### config.mk
export PLATFORM = sky130hd
export DESIGN_NAME = fault_status_irq
export DESIGN_NICKNAME = d
export VERILOG_FILES = /design/src/rtl/fsr_pkg.sv /design/src/rtl/fsr_line_sync.sv /design/src/rtl/fsr_bus_engine.sv /design/src/rtl/fsr_fault_latch.sv /design/src/rtl/fault_status_irq.sv
export SDC_FILE = /design/constraint.sdc
export NUM_CORES = 1
export LEC_CHECK = 0
export ABC_AREA = 1
export BUFFER_PORTS_ARGS = -buffer_cell sky130_fd_sc_hd__clkbuf_2
export CAP_MARGIN = 20
export CORE_MARGIN = 4
export CORE_UTILIZATION = 40
export CTS_CLUSTER_SIZE = 24
export DETAILED_ROUTE_END_ITERATION = 16
export SLEW_MARGIN = 20
export SYNTH_ARGS = -nofsm -noshare
export SYNTH_HDL_FRONTEND = slang
export SYNTH_SLANG_ARGS = --single-unit
### constraint.sdc
create_clock -name clk -period 2 [get_ports clk]
set_input_delay 0.4 -clock clk [delete_from_list [all_inputs] [get_ports clk]]
set_output_delay 0.4 -clock clk [all_outputs]
set_load 0.02 [all_outputs]
### src/rtl/fsr_pkg.sv
package fsr_pkg;
  localparam int NUM_FAULTS = 3;
  localparam int BYTE_W     = 8;
  localparam int POS_UV     = 0;
  localparam int POS_OC     = 1;
  localparam int POS_OT     = 2;
  localparam int POS_DIS    = 3;
  localparam int POS_PBAD   = 4;

  typedef enum logic [2:0] {
    ST_IDLE,
    ST_ADDR,
    ST_ADDR_ACK,
    ST_REG,
    ST_REG_ACK,
    ST_TX,
    ST_HOST_ACK,
    ST_SKIP
  } bus_state_e;
endpackage

### src/rtl/fsr_line_sync.sv
module fsr_line_sync #(
  parameter int STAGES = 2
) (
  input  logic clk,
  input  logic rst,
  input  logic scl_i,
  input  logic sda_i,
  output logic scl_s,
  output logic sda_s,
  output logic start_p,
  output logic stop_p,
  output logic scl_rise,
  output logic scl_fall
);
  logic [STAGES-1:0] scl_q, sda_q;
  logic scl_d, sda_d;

  always_ff @(posedge clk) begin
    if (rst) begin
      scl_q <= '1;
      sda_q <= '1;
      scl_d <= 1'b1;
      sda_d <= 1'b1;
    end else begin
      scl_q <= {scl_q[STAGES-2:0], scl_i};
      sda_q <= {sda_q[STAGES-2:0], sda_i};
      scl_d <= scl_q[STAGES-1];
      sda_d <= sda_q[STAGES-1];
    end
  end

  assign scl_s    = scl_q[STAGES-1];
  assign sda_s    = sda_q[STAGES-1];
  assign start_p  = scl_s & scl_d & sda_d & ~sda_s;
  assign stop_p   = scl_s & scl_d & ~sda_d & sda_s;
  assign scl_rise = scl_s & ~scl_d;
  assign scl_fall = ~scl_s & scl_d;
endmodule

### src/rtl/fsr_bus_engine.sv
module fsr_bus_engine
  import fsr_pkg::*;
#(
  parameter logic [6:0] DEV_ADDR    = 7'h08,
  parameter logic [7:0] STATUS_ADDR = 8'h02
) (
  input  logic              clk,
  input  logic              rst,
  input  logic              scl_s,
  input  logic              sda_s,
  input  logic              start_p,
  input  logic              stop_p,
  input  logic              scl_rise,
  input  logic              scl_fall,
  input  logic [BYTE_W-1:0] status_byte,
  output logic              sda_oe,
  output logic              clr_p,
  output logic [BYTE_W-1:0] clr_mask
);
  localparam int CNT_W = $clog2(BYTE_W + 1);

  bus_state_e        state;
  logic [CNT_W-1:0]  cnt;
  logic [BYTE_W-1:0] sh, ptr, txsh, tx_load;
  logic              rw, is_status;

  assign tx_load = (ptr == STATUS_ADDR) ? status_byte : '0;

  always_ff @(posedge clk) begin
    if (rst) begin
      state     <= ST_IDLE;
      cnt       <= '0;
      sh        <= '0;
      ptr       <= '0;
      txsh      <= '0;
      rw        <= 1'b0;
      is_status <= 1'b0;
      sda_oe    <= 1'b0;
      clr_p     <= 1'b0;
      clr_mask  <= '0;
    end else begin
      clr_p <= 1'b0;
      if (start_p) begin
        state <= ST_ADDR;
        cnt   <= '0;
      end else if (stop_p) begin
        state <= ST_IDLE;
      end else if (scl_rise) begin
        case (state)
          ST_ADDR, ST_REG: begin
            sh  <= {sh[BYTE_W-2:0], sda_s};
            cnt <= cnt + 1'b1;
          end
          ST_TX: cnt <= cnt + 1'b1;
          ST_HOST_ACK: begin
            if (!sda_s && is_status) begin
              clr_p <= 1'b1;
            end
            state <= ST_SKIP;
          end
          default: ;
        endcase
      end else if (scl_fall) begin
        sda_oe <= 1'b0;
        case (state)
          ST_ADDR: begin
            if (cnt == CNT_W'(BYTE_W)) begin
              if (sh[BYTE_W-1:1] == DEV_ADDR) begin
                state  <= ST_ADDR_ACK;
                rw     <= sh[0];
                sda_oe <= 1'b1;
              end else begin
                state <= ST_SKIP;
              end
            end
          end
          ST_ADDR_ACK: begin
            cnt <= '0;
            if (rw) begin
              state     <= ST_TX;
              txsh      <= tx_load;
              clr_mask  <= tx_load;
              is_status <= (ptr == STATUS_ADDR);
              sda_oe    <= ~tx_load[BYTE_W-1];
            end else begin
              state <= ST_REG;
            end
          end
          ST_REG: begin
            if (cnt == CNT_W'(BYTE_W)) begin
              ptr    <= sh;
              state  <= ST_REG_ACK;
              sda_oe <= 1'b1;
            end
          end
          ST_REG_ACK: state <= ST_SKIP;
          ST_TX: begin
            if (cnt == CNT_W'(BYTE_W)) begin
              state <= ST_HOST_ACK;
            end else begin
              txsh   <= txsh << 1;
              sda_oe <= ~txsh[BYTE_W-2];
            end
          end
          default: ;
        endcase
      end
    end
  end

  // data line enable moves only while the clock line is low
  a_r11_oe_scl_low: assert property (@(posedge clk) disable iff (rst)
    (sda_oe != $past(sda_oe)) |-> !$past(scl_s));

  // the line is pulled only in acknowledge slots or while sending data
  a_r4_oe_states: assert property (@(posedge clk) disable iff (rst)
    sda_oe |-> (state == ST_ADDR_ACK || state == ST_REG_ACK || state == ST_TX));

  // a clear pulse only follows the host acknowledge slot
  a_r6_clr_after_ack: assert property (@(posedge clk) disable iff (rst)
    clr_p |-> ($past(state) == ST_HOST_ACK && $past(scl_rise)));
endmodule

### src/rtl/fsr_fault_latch.sv
module fsr_fault_latch #(
  parameter int N = 3
) (
  input  logic         clk,
  input  logic         rst,
  input  logic [N-1:0] fault_i,
  input  logic         clr_p,
  input  logic [N-1:0] clr_mask,
  output logic [N-1:0] latched,
  output logic         irq_oe
);
  logic [N-1:0] keep, nxt;

  assign keep = clr_p ? ~clr_mask : '1;
  assign nxt  = (latched & keep) | fault_i;

  always_ff @(posedge clk) begin
    if (rst) begin
      latched <= '0;
      irq_oe  <= 1'b0;
    end else begin
      latched <= nxt;
      irq_oe  <= |nxt;
    end
  end

  // a fault raises the interrupt on the next edge
  a_r1_fault_raises: assert property (@(posedge clk) disable iff (rst)
    (|fault_i) |=> irq_oe);

  // without a clear the interrupt holds
  a_r2_hold: assert property (@(posedge clk) disable iff (rst)
    (irq_oe && !clr_p) |=> irq_oe);

  // a clear covering all stored bits with no new fault releases the line
  a_r6_release: assert property (@(posedge clk) disable iff (rst)
    (clr_p && !(|fault_i) && ((latched & ~clr_mask) == '0)) |=> !irq_oe);

  // bits that were not sent survive a clear
  a_r9_keep_unsent: assert property (@(posedge clk) disable iff (rst)
    clr_p |=> (($past(latched) & ~$past(clr_mask) & ~latched) == '0));
endmodule

### src/rtl/fault_status_irq.sv
module fault_status_irq
  import fsr_pkg::*;
#(
  parameter logic [6:0] DEV_ADDR    = 7'h08,
  parameter logic [7:0] STATUS_ADDR = 8'h02,
  parameter int         SYNC_STAGES = 2
) (
  input  logic clk,
  input  logic rst,
  input  logic scl_i,
  input  logic sda_i,
  output logic sda_oe,
  input  logic uv_fault,
  input  logic oc_fault,
  input  logic ot_fault,
  input  logic out_disabled,
  input  logic power_bad,
  output logic irq_oe
);
  logic scl_s, sda_s, start_p, stop_p, scl_rise, scl_fall;
  logic clr_p;
  logic [BYTE_W-1:0] clr_mask, status_byte;
  logic [NUM_FAULTS-1:0] faults, latched;

  always_comb begin
    faults         = '0;
    faults[POS_UV] = uv_fault;
    faults[POS_OC] = oc_fault;
    faults[POS_OT] = ot_fault;
    status_byte    = '0;
    status_byte[NUM_FAULTS-1:0] = latched;
    status_byte[POS_DIS]        = out_disabled;
    status_byte[POS_PBAD]       = power_bad;
  end

  fsr_line_sync #(.STAGES(SYNC_STAGES)) u_sync (
    .clk(clk), .rst(rst), .scl_i(scl_i), .sda_i(sda_i),
    .scl_s(scl_s), .sda_s(sda_s), .start_p(start_p), .stop_p(stop_p),
    .scl_rise(scl_rise), .scl_fall(scl_fall)
  );

  fsr_bus_engine #(.DEV_ADDR(DEV_ADDR), .STATUS_ADDR(STATUS_ADDR)) u_bus (
    .clk(clk), .rst(rst), .scl_s(scl_s), .sda_s(sda_s),
    .start_p(start_p), .stop_p(stop_p), .scl_rise(scl_rise), .scl_fall(scl_fall),
    .status_byte(status_byte), .sda_oe(sda_oe), .clr_p(clr_p), .clr_mask(clr_mask)
  );

  fsr_fault_latch #(.N(NUM_FAULTS)) u_latch (
    .clk(clk), .rst(rst), .fault_i(faults), .clr_p(clr_p),
    .clr_mask(clr_mask[NUM_FAULTS-1:0]), .latched(latched), .irq_oe(irq_oe)
  );
endmodule

==> results.ini, run 1 <==
[status]
status = completed

[sta]
hold_ws_ns = 0.279
tns_ns = 0
max_slew_margin = 0.661
finalCriticalPeriod_ns = 1.73
fin_ws_ns = 0.267
worstMarginPinSlew_ns = 0.507
finClkSkew_ns = 0.00863
grt_setup_unrepaired = no
maxSlewViolCount = 0
report.final.hold_viol_count = 0
fmax_mhz = 577
setup_viol = 0
fin_crit_sh = 0.866

[routing]
routed-via-count = 1879
first_pass_iters = 4
drc_errors = 0
viasPerCell = 4.69
drt_iter0_drc = 152
wl_per_cell_um = 11.5
postRouteAntennaNets = 0
routed_wl_um = 4610

[floorplanning]
dieArea_um2 = 6820
die_x_um = 82.6
top_level_ports = 11
start_util = 0.425
coreArea_um2 = 5240
core.rowCount = 26
die_h_um = 82.6

[yosys]
netlist_top_cells_area = dfxtp_1 42%, nand2_1 11%, nor2_1 8.8%, a21oi_1 5.8%, o21ai_0 5.6%
syn_inst = 315
synth_nets = 329
synth.distinct_cells = 27
avgSynthCellArea_um2 = 7.07
yosysSeqAreaShare = 0.423
ys_warn_count = 0
synth_top_area_cell = dfxtp_1
netlist_area_um2 = 2230
ys_ff_latch = 47
synth_top_cell_area_share = 0.423

[layout]
fillers = 547
fin_util = 0.468
final_cell_area_um2 = 2450
drive_gt1_frac = 0.139
final_cells = 401
syn_to_final_growth_pct = 10.0
layout.nets = 344
antenna-diode-count = 0

[power_and_ir_drop]
power_mw = 1.67
powerDensity_nw_per_um2 = 681
pwr-share-clk = 0.348
cellInternalPower_mw = 1.24
power.ir.vdd_worst_mv = 0.443
p_sw_mw = 0.426
swShare = 0.256
p_leak_nw = 1.06
pwr-share-comb = 0.073
pwr-share-seq = 0.579

[clock_network]
clkSlewWorstSetupHoldPaths_ns = 0.09
post_cts_buffers = 0
cts_buffers = 5
ctsResizeCount = 0
root_buffer = clkbuf_8
cts_tree = built
clk_latency_ns = 0.30
htreeDepth = 2
hold_buffers = 0
clk_path_buf_depth = 2
cts_sinks = 47

[critical_path]
worstSetupStartpointType = flip-flop
critPathMaxStageDelay_ns = 0.37
worstPathCellList = inv_1 -> ha_1 -> nand2_1 -> nor2_1 -> nand2_2 -> nor2_4 -> o21ai_0 -> a21oi_1
criticalPathCategory = flip-flop to flip-flop
cp_max_fo = 13
worstSetupEndpointType = flip-flop
crit_arrival_ns = 1.98
crit_slowest_cell = nor2_1
worstPathRequired_ns = 2.24

[global_routing]
grt_pass1_wl_um = 7960
grt_usage = 0.150
grt_pass1_vias = 1746
grt_max_degree = 29
grt_overflow = 0
antenna_found_initial = 0

[placement]
placed_area_um2 = 2360
dp_cells = 393
place_ws_ns = 0.275
globalplace.congestion = 0.811
io_buffers = 10
dp_hpwl_um = 3430

[min_path]
hp-class = input port to flip-flop

[flow_run]
maxCapViolCount = 0

power groups by stage:
stage	sequential [mW]	combinational [mW]	clock, mW
after floorplan	0.986	0.0857	0
after global placement	0.987	0.121	0
after detailed placement	0.988	0.122	0
after CTS	0.966	0.123	0.606
after global routing	0.968	0.138	0.632
final	0.965	0.122	0.581
critical path, delay by kind of cell, from the launching register on:
kind	cells	cell delay [ns]
flops	1	0.35
buf+inv	1	0.08
compound gates	2	0.23
fa+ha+maj	1	0.16
simple gates	4	0.86
cells by family (layout without fill, tap and decap cells):
| family | after synthesis | in the layout | synth area share |
|---|---|---|---|
| compound gates | 63 | 63 | 0.150 |
| buf+inv | 41 | 57 | 0.0736 |
| simple gates | 159 | 159 | 0.325 |
| flops | 47 | 47 | 0.423 |
| fa+ha+maj | 5 | 5 | 0.0281 |
synth_stat cells (all sizes together):
cell / number
nand3b: 1
clkbuf: 3
ha: 5
o21ai: 32
nor2: 58
o21bai: 2
buf: 3
nor3: 4
nand4: 3
a21oi: 27
dfxtp: 47
nand2: 67
a31oi: 2
or2: 5
nand3: 21
inv: 35
layout make-up:
| class | instances | area, µm² | area share |
|---|---|---|---|
| inverters | 35 | 131 | 0.0537 |
| clock buffers | 5 | 68.8 | 0.0281 |
| repair buffers | 14 | 80.1 | 0.0327 |
| well taps | 70 | 87.6 | 0.0358 |
| multi-input cells | 227 | 1120 | 0.458 |
| flip-flops and latches | 47 | 941 | 0.384 |
| clock inverters | 3 | 18.8 | 0.00766 |
metal layers:
layer	up-vias	wire, µm	global-route usage
met4	0	61	0.0490
met5	-	0	0
met2	21	2100	0.250
met3	6	129	0.0260
li1	1037	-	-
met1	815	2320	0.197
state kept, by name, indices dropped and copies added, names as in the netlist:
name / count
u_bus.clr_p: 1
u_bus.is_status: 1
u_bus.clr_mask: 3
u_latch.latched: 3
u_latch.irq_oe: 1
u_sync.scl_d: 1
u_bus.cnt: 4
u_bus.txsh: 7
u_sync.sda_d: 1
u_bus.rw: 1
u_bus.ptr: 8
u_sync.sda_q: 2
u_bus.state: 3
u_bus.sda_oe: 1
u_sync.scl_q: 2
u_bus.sh: 8
placed cells by master, fill, tap and decap left out, types with 5 or more instances in the layout:
| master | instances |
|---|---|
| nand3_1 | 17 |
| nand2_1 | 65 |
| ha_1 | 5 |
| inv_2 | 5 |
| o21ai_0 | 25 |
| dfxtp_1 | 47 |
| o21ai_1 | 7 |
| a21oi_1 | 26 |
| inv_1 | 30 |
| clkbuf_2 | 10 |
| nor2_1 | 52 |
| clkbuf_8 | 5 |
final timing paths:
kind | start | slack, ns | end | depth (start not counted)
setup / recovery | u_bus.cnt[0] | 0.27 | u_bus.ptr[4] | 8
hold / removal | scl_i | 0.28 | u_sync.scl_q[0] | 2
setup reg to reg | u_bus.cnt[0] | 0.27 | u_bus.ptr[4] | 8
hold reg to reg | u_sync.sda_q[0] | 0.41 | u_sync.sda_q[1] | 1
No activity file was read; power rests on OpenSTA's default activity.
==> run 2: changes to the inputs <==
--- a/config.mk
+++ b/config.mk
@@ -15,4 +15,5 @@
 export SLEW_MARGIN = 20
 export SYNTH_ARGS = -nofsm -noshare
 export SYNTH_HDL_FRONTEND = slang
+export SYNTH_HIERARCHICAL = 1
 export SYNTH_SLANG_ARGS = --single-unit
==> run 2 against run 1 <==
Against the previous run: first-iteration DRC count shrank 25%; critical path depth up 2; design area is 0.31% lower; area after synthesis decreased by 0.56%; global-route usage fell by 1.2 points; setup slack worse by 0.033 ns; cell count up 0.75%; register-to-register slack lost 0.03 ns; utilization is 0.14 points lower; clock-buffer cell count is 1 higher; via count decreased by 2.0%; fmax shrank 1.9%.
==> results.ini, run 2 <==
[placement]
globalplace.congestion = 0.832  ; +2.6%
io_buffers = 10  ; unchanged
dp_hpwl_um = 3030  ; -12%

[clock_network]
clk_path_buf_depth = 2  ; unchanged
htreeDepth = 2  ; unchanged
hold_buffers = 0  ; unchanged
cts_sinks = 47  ; unchanged
cts_tree = built
cts_buffers = 5  ; unchanged
root_buffer = clkbuf_8
clkSlewWorstSetupHoldPaths_ns = 0.08  ; about the same
clk_latency_ns = 0.29  ; about the same

[critical_path]
worstPathCellList = inv_1 -> nand2_1 -> nor2_1 -> nor2_1 -> inv_1 -> nor2_1 -> nand3_1 -> inv_1 -> o21ai_0 -> a21oi_1
critPathMaxStageDelay_ns = 0.37  ; about the same
worstSetupStartpointType = flip-flop
criticalPathCategory = flip-flop to flip-flop
cp_max_fo = 12  ; -1
worstSetupEndpointType = flip-flop
crit_slowest_cell = dfxtp_1
crit_arrival_ns = 1.99  ; about the same
worstPathRequired_ns = 2.23  ; about the same

[global_routing]
grt_max_degree = 17  ; -41%
grt_overflow = 0  ; unchanged
antenna_found_initial = 0  ; unchanged
grt_pass1_wl_um = 7280  ; -8.6%
grt_pass1_vias = 1680  ; -3.8%
grt_usage = 0.139  ; -0.0119

[floorplanning]
top_level_ports = 11  ; unchanged
core.rowCount = 26  ; unchanged
die_h_um = 82.4  ; -0.25%
start_util = 0.423  ; -0.00239
coreArea_um2 = 5240  ; unchanged
die_x_um = 82.4  ; -0.25%
dieArea_um2 = 6790  ; -0.51%

[sta]
grt_setup_unrepaired = no
hold_ws_ns = 0.282  ; +0.00375 ns
tns_ns = 0  ; unchanged
setup_viol = 0  ; unchanged
finalCriticalPeriod_ns = 1.77  ; +0.0329 ns
fmax_mhz = 566  ; -1.9%
fin_crit_sh = 0.883  ; +0.0164
maxSlewViolCount = 0  ; unchanged
finClkSkew_ns = 0.00621  ; -0.00241 ns
report.final.hold_viol_count = 0  ; unchanged

[layout]
final_cell_mix = 58 x nand2_1, 52 x nor2_1, 47 x dfxtp_1
layout_commonest_cell = nand2_1
syn_to_final_growth_pct = 10.3
drive_gt1_frac = 0.123  ; -0.0162
layout.nets = 344  ; unchanged
antenna-diode-count = 0  ; unchanged
reg.largest.list = u_bus/ptr: 8 flops, u_bus/sh: 8 flops, u_bus/txsh: 7 flops
fillers = 559  ; +2.2%

[routing]
postRouteAntennaNets = 0  ; unchanged
viasPerCell = 4.56  ; -2.7%
routed_wl_um = 4180  ; -9.4%
first_pass_iters = 6  ; +2
drc_errors = 0  ; unchanged
routed-via-count = 1841  ; -2.0%
drt_iter0_drc = 114  ; -25%
wl_per_cell_um = 10.3  ; -10%

[power_and_ir_drop]
p_leak_nw = 1.11  ; +4.5%
power.ir.vdd_worst_mv = 0.464  ; +4.7%
power_mw = 1.76  ; +5.6%
powerDensity_nw_per_um2 = 722  ; +6.0%

[yosys]
netlist_area_um2 = 2210  ; -0.56%
syn_inst = 320  ; +1.6%
avgSynthCellArea_um2 = 6.92  ; -2.1%
ys_warn_count = 6  ; +6

[status]
status = completed

[min_path]
hp-class = input port to flip-flop

[flow_run]
maxCapViolCount = 0  ; unchanged

==> run 2: critical path, delay by kind of cell (launching register included) <==
kind	cells	cell delay [ns]
flops	1	0.37
simple gates	5	0.72
buf+inv	3	0.41
compound gates	2	0.21
==> run 2: cell type report <==
type                    instances  area (µm²)  share of cell area
flip-flops and latches         47         941               0.385
well taps                      70        87.6              0.0359
repair buffers                 12        65.1              0.0267
clock buffers                   6        82.6              0.0338
clock inverters                 2        35.0              0.0144
inverters                      49         184              0.0753
multi-input cells             218        1050               0.428
==> run 2: path summary, 6_finish.rpt <==
check / start / end / slack, ns / depth (start not counted)
max: u_sync/sda_q[1] / u_bus/sh[7] / 0.23 / 10
min: sda_i / u_sync/sda_q[0] / 0.28 / 2
max reg2reg: u_sync/sda_q[1] / u_bus/sh[7] / 0.23 / 10
min reg2reg: u_sync/scl_q[0] / u_sync/scl_q[1] / 0.41 / 1
==> run 2: through the flow <==
step / util / cell area (µm²) / cells / worst slack (ns)
global route: 0.466 / 2440 / 404 / 0.0320
global placement: 0.443 / 2320 / 396 / 0.114
floorplan: - / 2220 / 322 / 0.496
finish: 0.466 / 2440 / 404 / 0.234
CTS: 0.466 / 2440 / 404 / 0.117
detailed placement: 0.443 / 2320 / 396 / 0.128
==> run 2: power breakdown <==
part	leakage [nW]	switching (mW)	total [mW]	internal [mW]
combinational	0.665	0.0610	0.0939	0.0329
clock	0.0612	0.304	0.709	0.404
sequential	0.381	0.00904	0.959	0.950
==> run 2: what timing repair did <==
item                                    4_1_cts  5_1_grt
gates resized for setup                       0        1
setup buffers                                 0        0
endpoints found under the hold margin         0        0
endpoints found under the setup margin        0        5
==> run 2: layer usage <==
metal | GRT usage | wire length (µm)
met2 | 0.225 | 1850
met4 | 0.0465 | 23
met1 | 0.180 | 2120
met3 | 0.0325 | 184
met5 | 0 | 0
==> run 3: changes to the inputs <==
--- a/config.mk
+++ b/config.mk
@@ -12,6 +12,7 @@
 export CORE_UTILIZATION = 40
 export CTS_CLUSTER_SIZE = 24
 export DETAILED_ROUTE_END_ITERATION = 16
+export SETUP_SLACK_MARGIN = 0.3
 export SLEW_MARGIN = 20
 export SYNTH_ARGS = -nofsm -noshare
 export SYNTH_HDL_FRONTEND = slang
==> run 3 against run 2 <==
Against the previous run: clock skew about the same; clock power about the same; wire length up 1.9%; register-to-register slack better by 0.18 ns; clock-buffer cell count unchanged; largest power group unchanged; critical path type unchanged; critical path depth down 1; utilization up 1.4 points; flip-flop and latch count unchanged; fmax up 12%; non-clock buffer count up 4; global-route usage about the same.
==> results.ini, run 3 (same netlist as run 2, synthesis figures left out) <==
[status]
status = completed

[sta]
fin_crit_sh = 0.792  ; -0.0912
report.final.hold_viol_count = 0  ; unchanged
finalCriticalPeriod_ns = 1.58  ; -0.182 ns
grt_setup_unrepaired = yes
tns_ns = 0  ; unchanged
maxSlewViolCount = 0  ; unchanged
setup_viol = 0  ; unchanged
fmax_mhz = 632  ; +12%
finClkSkew_ns = 0.00664  ; +0.000423 ns

[critical_path]
crit_slowest_cell = dfxtp_1
cp_max_fo = 12  ; unchanged
criticalPathCategory = flip-flop to flip-flop
worstPathCellList = inv_1 -> nand2_1 -> nor2_1 -> nor2_1 -> inv_1 -> nor2_2 -> nand3_4 -> o21ai_0 -> a21oi_1
worstPathRequired_ns = 2.18  ; -0.05 ns
cp_num_buf_inv = 2  ; -1
crit_arrival_ns = 1.76  ; -0.23 ns
crit_family = simple AND/OR/NAND/NOR gates
worstSetupStartpointType = flip-flop
worstSetupEndpointType = flip-flop
critPathMaxStageDelay_ns = 0.38  ; about the same

[floorplanning]
die_h_um = 82.4  ; unchanged
dieArea_um2 = 6790  ; unchanged
die_x_um = 82.4  ; unchanged
top_level_ports = 11  ; unchanged
coreArea_um2 = 5240  ; unchanged
core.rowCount = 26  ; unchanged
start_util = 0.423  ; unchanged

[routing]
drc_errors = 0  ; unchanged
wl_per_cell_um = 10.4  ; +0.94%
viasPerCell = 4.58  ; +0.47%
routed-via-count = 1868  ; +1.5%
drt_iter0_drc = 116  ; +1.8%
first_pass_iters = 4  ; -2
postRouteAntennaNets = 0  ; unchanged
routed_wl_um = 4260  ; +1.9%

[clock_network]
htreeDepth = 2  ; unchanged
cts_sinks = 47  ; unchanged
root_buffer = clkbuf_8
clkSlewWorstSetupHoldPaths_ns = 0.08  ; about the same
cts_buffers = 5  ; unchanged
clk_latency_ns = 0.30  ; about the same
hold_buffers = 0  ; unchanged
clk_path_buf_depth = 2  ; unchanged
cts_tree = built

[power_and_ir_drop]
p_leak_nw = 1.15  ; +3.4%
power_mw = 1.77  ; +0.53%
powerDensity_nw_per_um2 = 704  ; -2.5%
power.ir.vdd_worst_mv = 0.465  ; +0.40%

[global_routing]
grt_pass1_vias = 1691  ; +0.65%
antenna_found_initial = 0  ; unchanged
grt_pass1_wl_um = 7310  ; +0.38%
grt_max_degree = 17  ; unchanged
grt_usage = 0.139  ; +0.000455
grt_overflow = 0  ; unchanged

[placement]
globalplace.congestion = 0.832  ; unchanged
io_buffers = 10  ; unchanged
dp_hpwl_um = 3030  ; unchanged

[layout]
drive_gt1_frac = 0.145  ; +0.0222
antenna-diode-count = 0  ; unchanged
layout_commonest_cell = nand2_1
layout.nets = 348  ; +1.2%
syn_to_final_growth_pct = 13.7
final_cell_mix = 58 x nand2_1, 50 x nor2_1, 47 x dfxtp_1
reg.largest.list = u_bus/ptr: 8 flops, u_bus/sh: 8 flops, u_bus/txsh: 7 flops

[min_path]
hp-class = input port to flip-flop

[flow_run]
maxCapViolCount = 0  ; unchanged

==> run 3: cell types whose count changed in the layout (fill, tap and decap cells not counted) <==
cell / delta
buf_4: +3
nor2_1: -2
nor2_4: +2
o21ai_0: -2
o21ai_1: +2
buf_12: +1
inv_1: -1
inv_2: +1
nand2_2: -1
nand2_4: +1
nand3_1: -1
nand3_4: +1
==> run 3: power by group <==
group	leakage, nW	total [mW]	internal [mW]	switching [mW]
sequential	0.381	0.959	0.950	0.00924
clock	0.0612	0.712	0.404	0.308
combinational	0.703	0.0997	0.0354	0.0643
==> run 3: what timing repair did <==
| action | in CTS | in global routing |
|---|---|---|
| setup endpoints to repair | 15 | 28 |
| buffers inserted | 0 | 4 |
| pin swaps | 0 | 2 |
| resized for setup | 2 | 9 |
| cloned | 0 | 0 |
==> run 3: per-layer routing <==
layer / up-vias / track usage / routed length (µm)
li1: 1029 / - / -
met5: - / 0 / 0
met2: 26 / 0.229 / 1910
met3: 4 / 0.0325 / 156
met4: 0 / 0.0465 / 40
met1: 809 / 0.178 / 2150
==> run 3: cell type report <==
cell class | instances | area (µm²)
Fill cell | 555 | 2720
Multi-Input combinational cell | 218 | 1080
Sequential cell | 47 | 941
Inverter | 49 | 184
Timing Repair Buffer | 16 | 108
Tap cell | 70 | 87.6
Clock buffer | 6 | 82.6
Clock inverter | 2 | 35.0
==> run 3: final timing paths <==
check	startpoint	endpoint	slack, ns	cells after the start
setup / recovery	u_sync/sda_q[1]	u_bus/sh[5]	0.42	9
hold reg to reg	u_sync/scl_q[0]	u_sync/scl_q[1]	0.41	1
hold / removal	sda_i	u_sync/sda_q[0]	0.28	2
setup reg to reg	u_sync/sda_q[1]	u_bus/sh[5]	0.42	9
==> run 3: stage by stage <==
stage | setup WS [ns] | cell area, µm² | cells | utilization | hold slack [ns]
floorplan | 0.496 | 2220 | 322 | - | 0.383
global placement | 0.114 | 2320 | 396 | 0.443 | 0.387
detailed placement | 0.128 | 2320 | 396 | 0.443 | 0.391
CTS | 0.267 | 2450 | 404 | 0.467 | 0.267
global route | 0.278 | 2520 | 408 | 0.480 | 0.279
finish | 0.417 | 2520 | 408 | 0.480 | 0.281
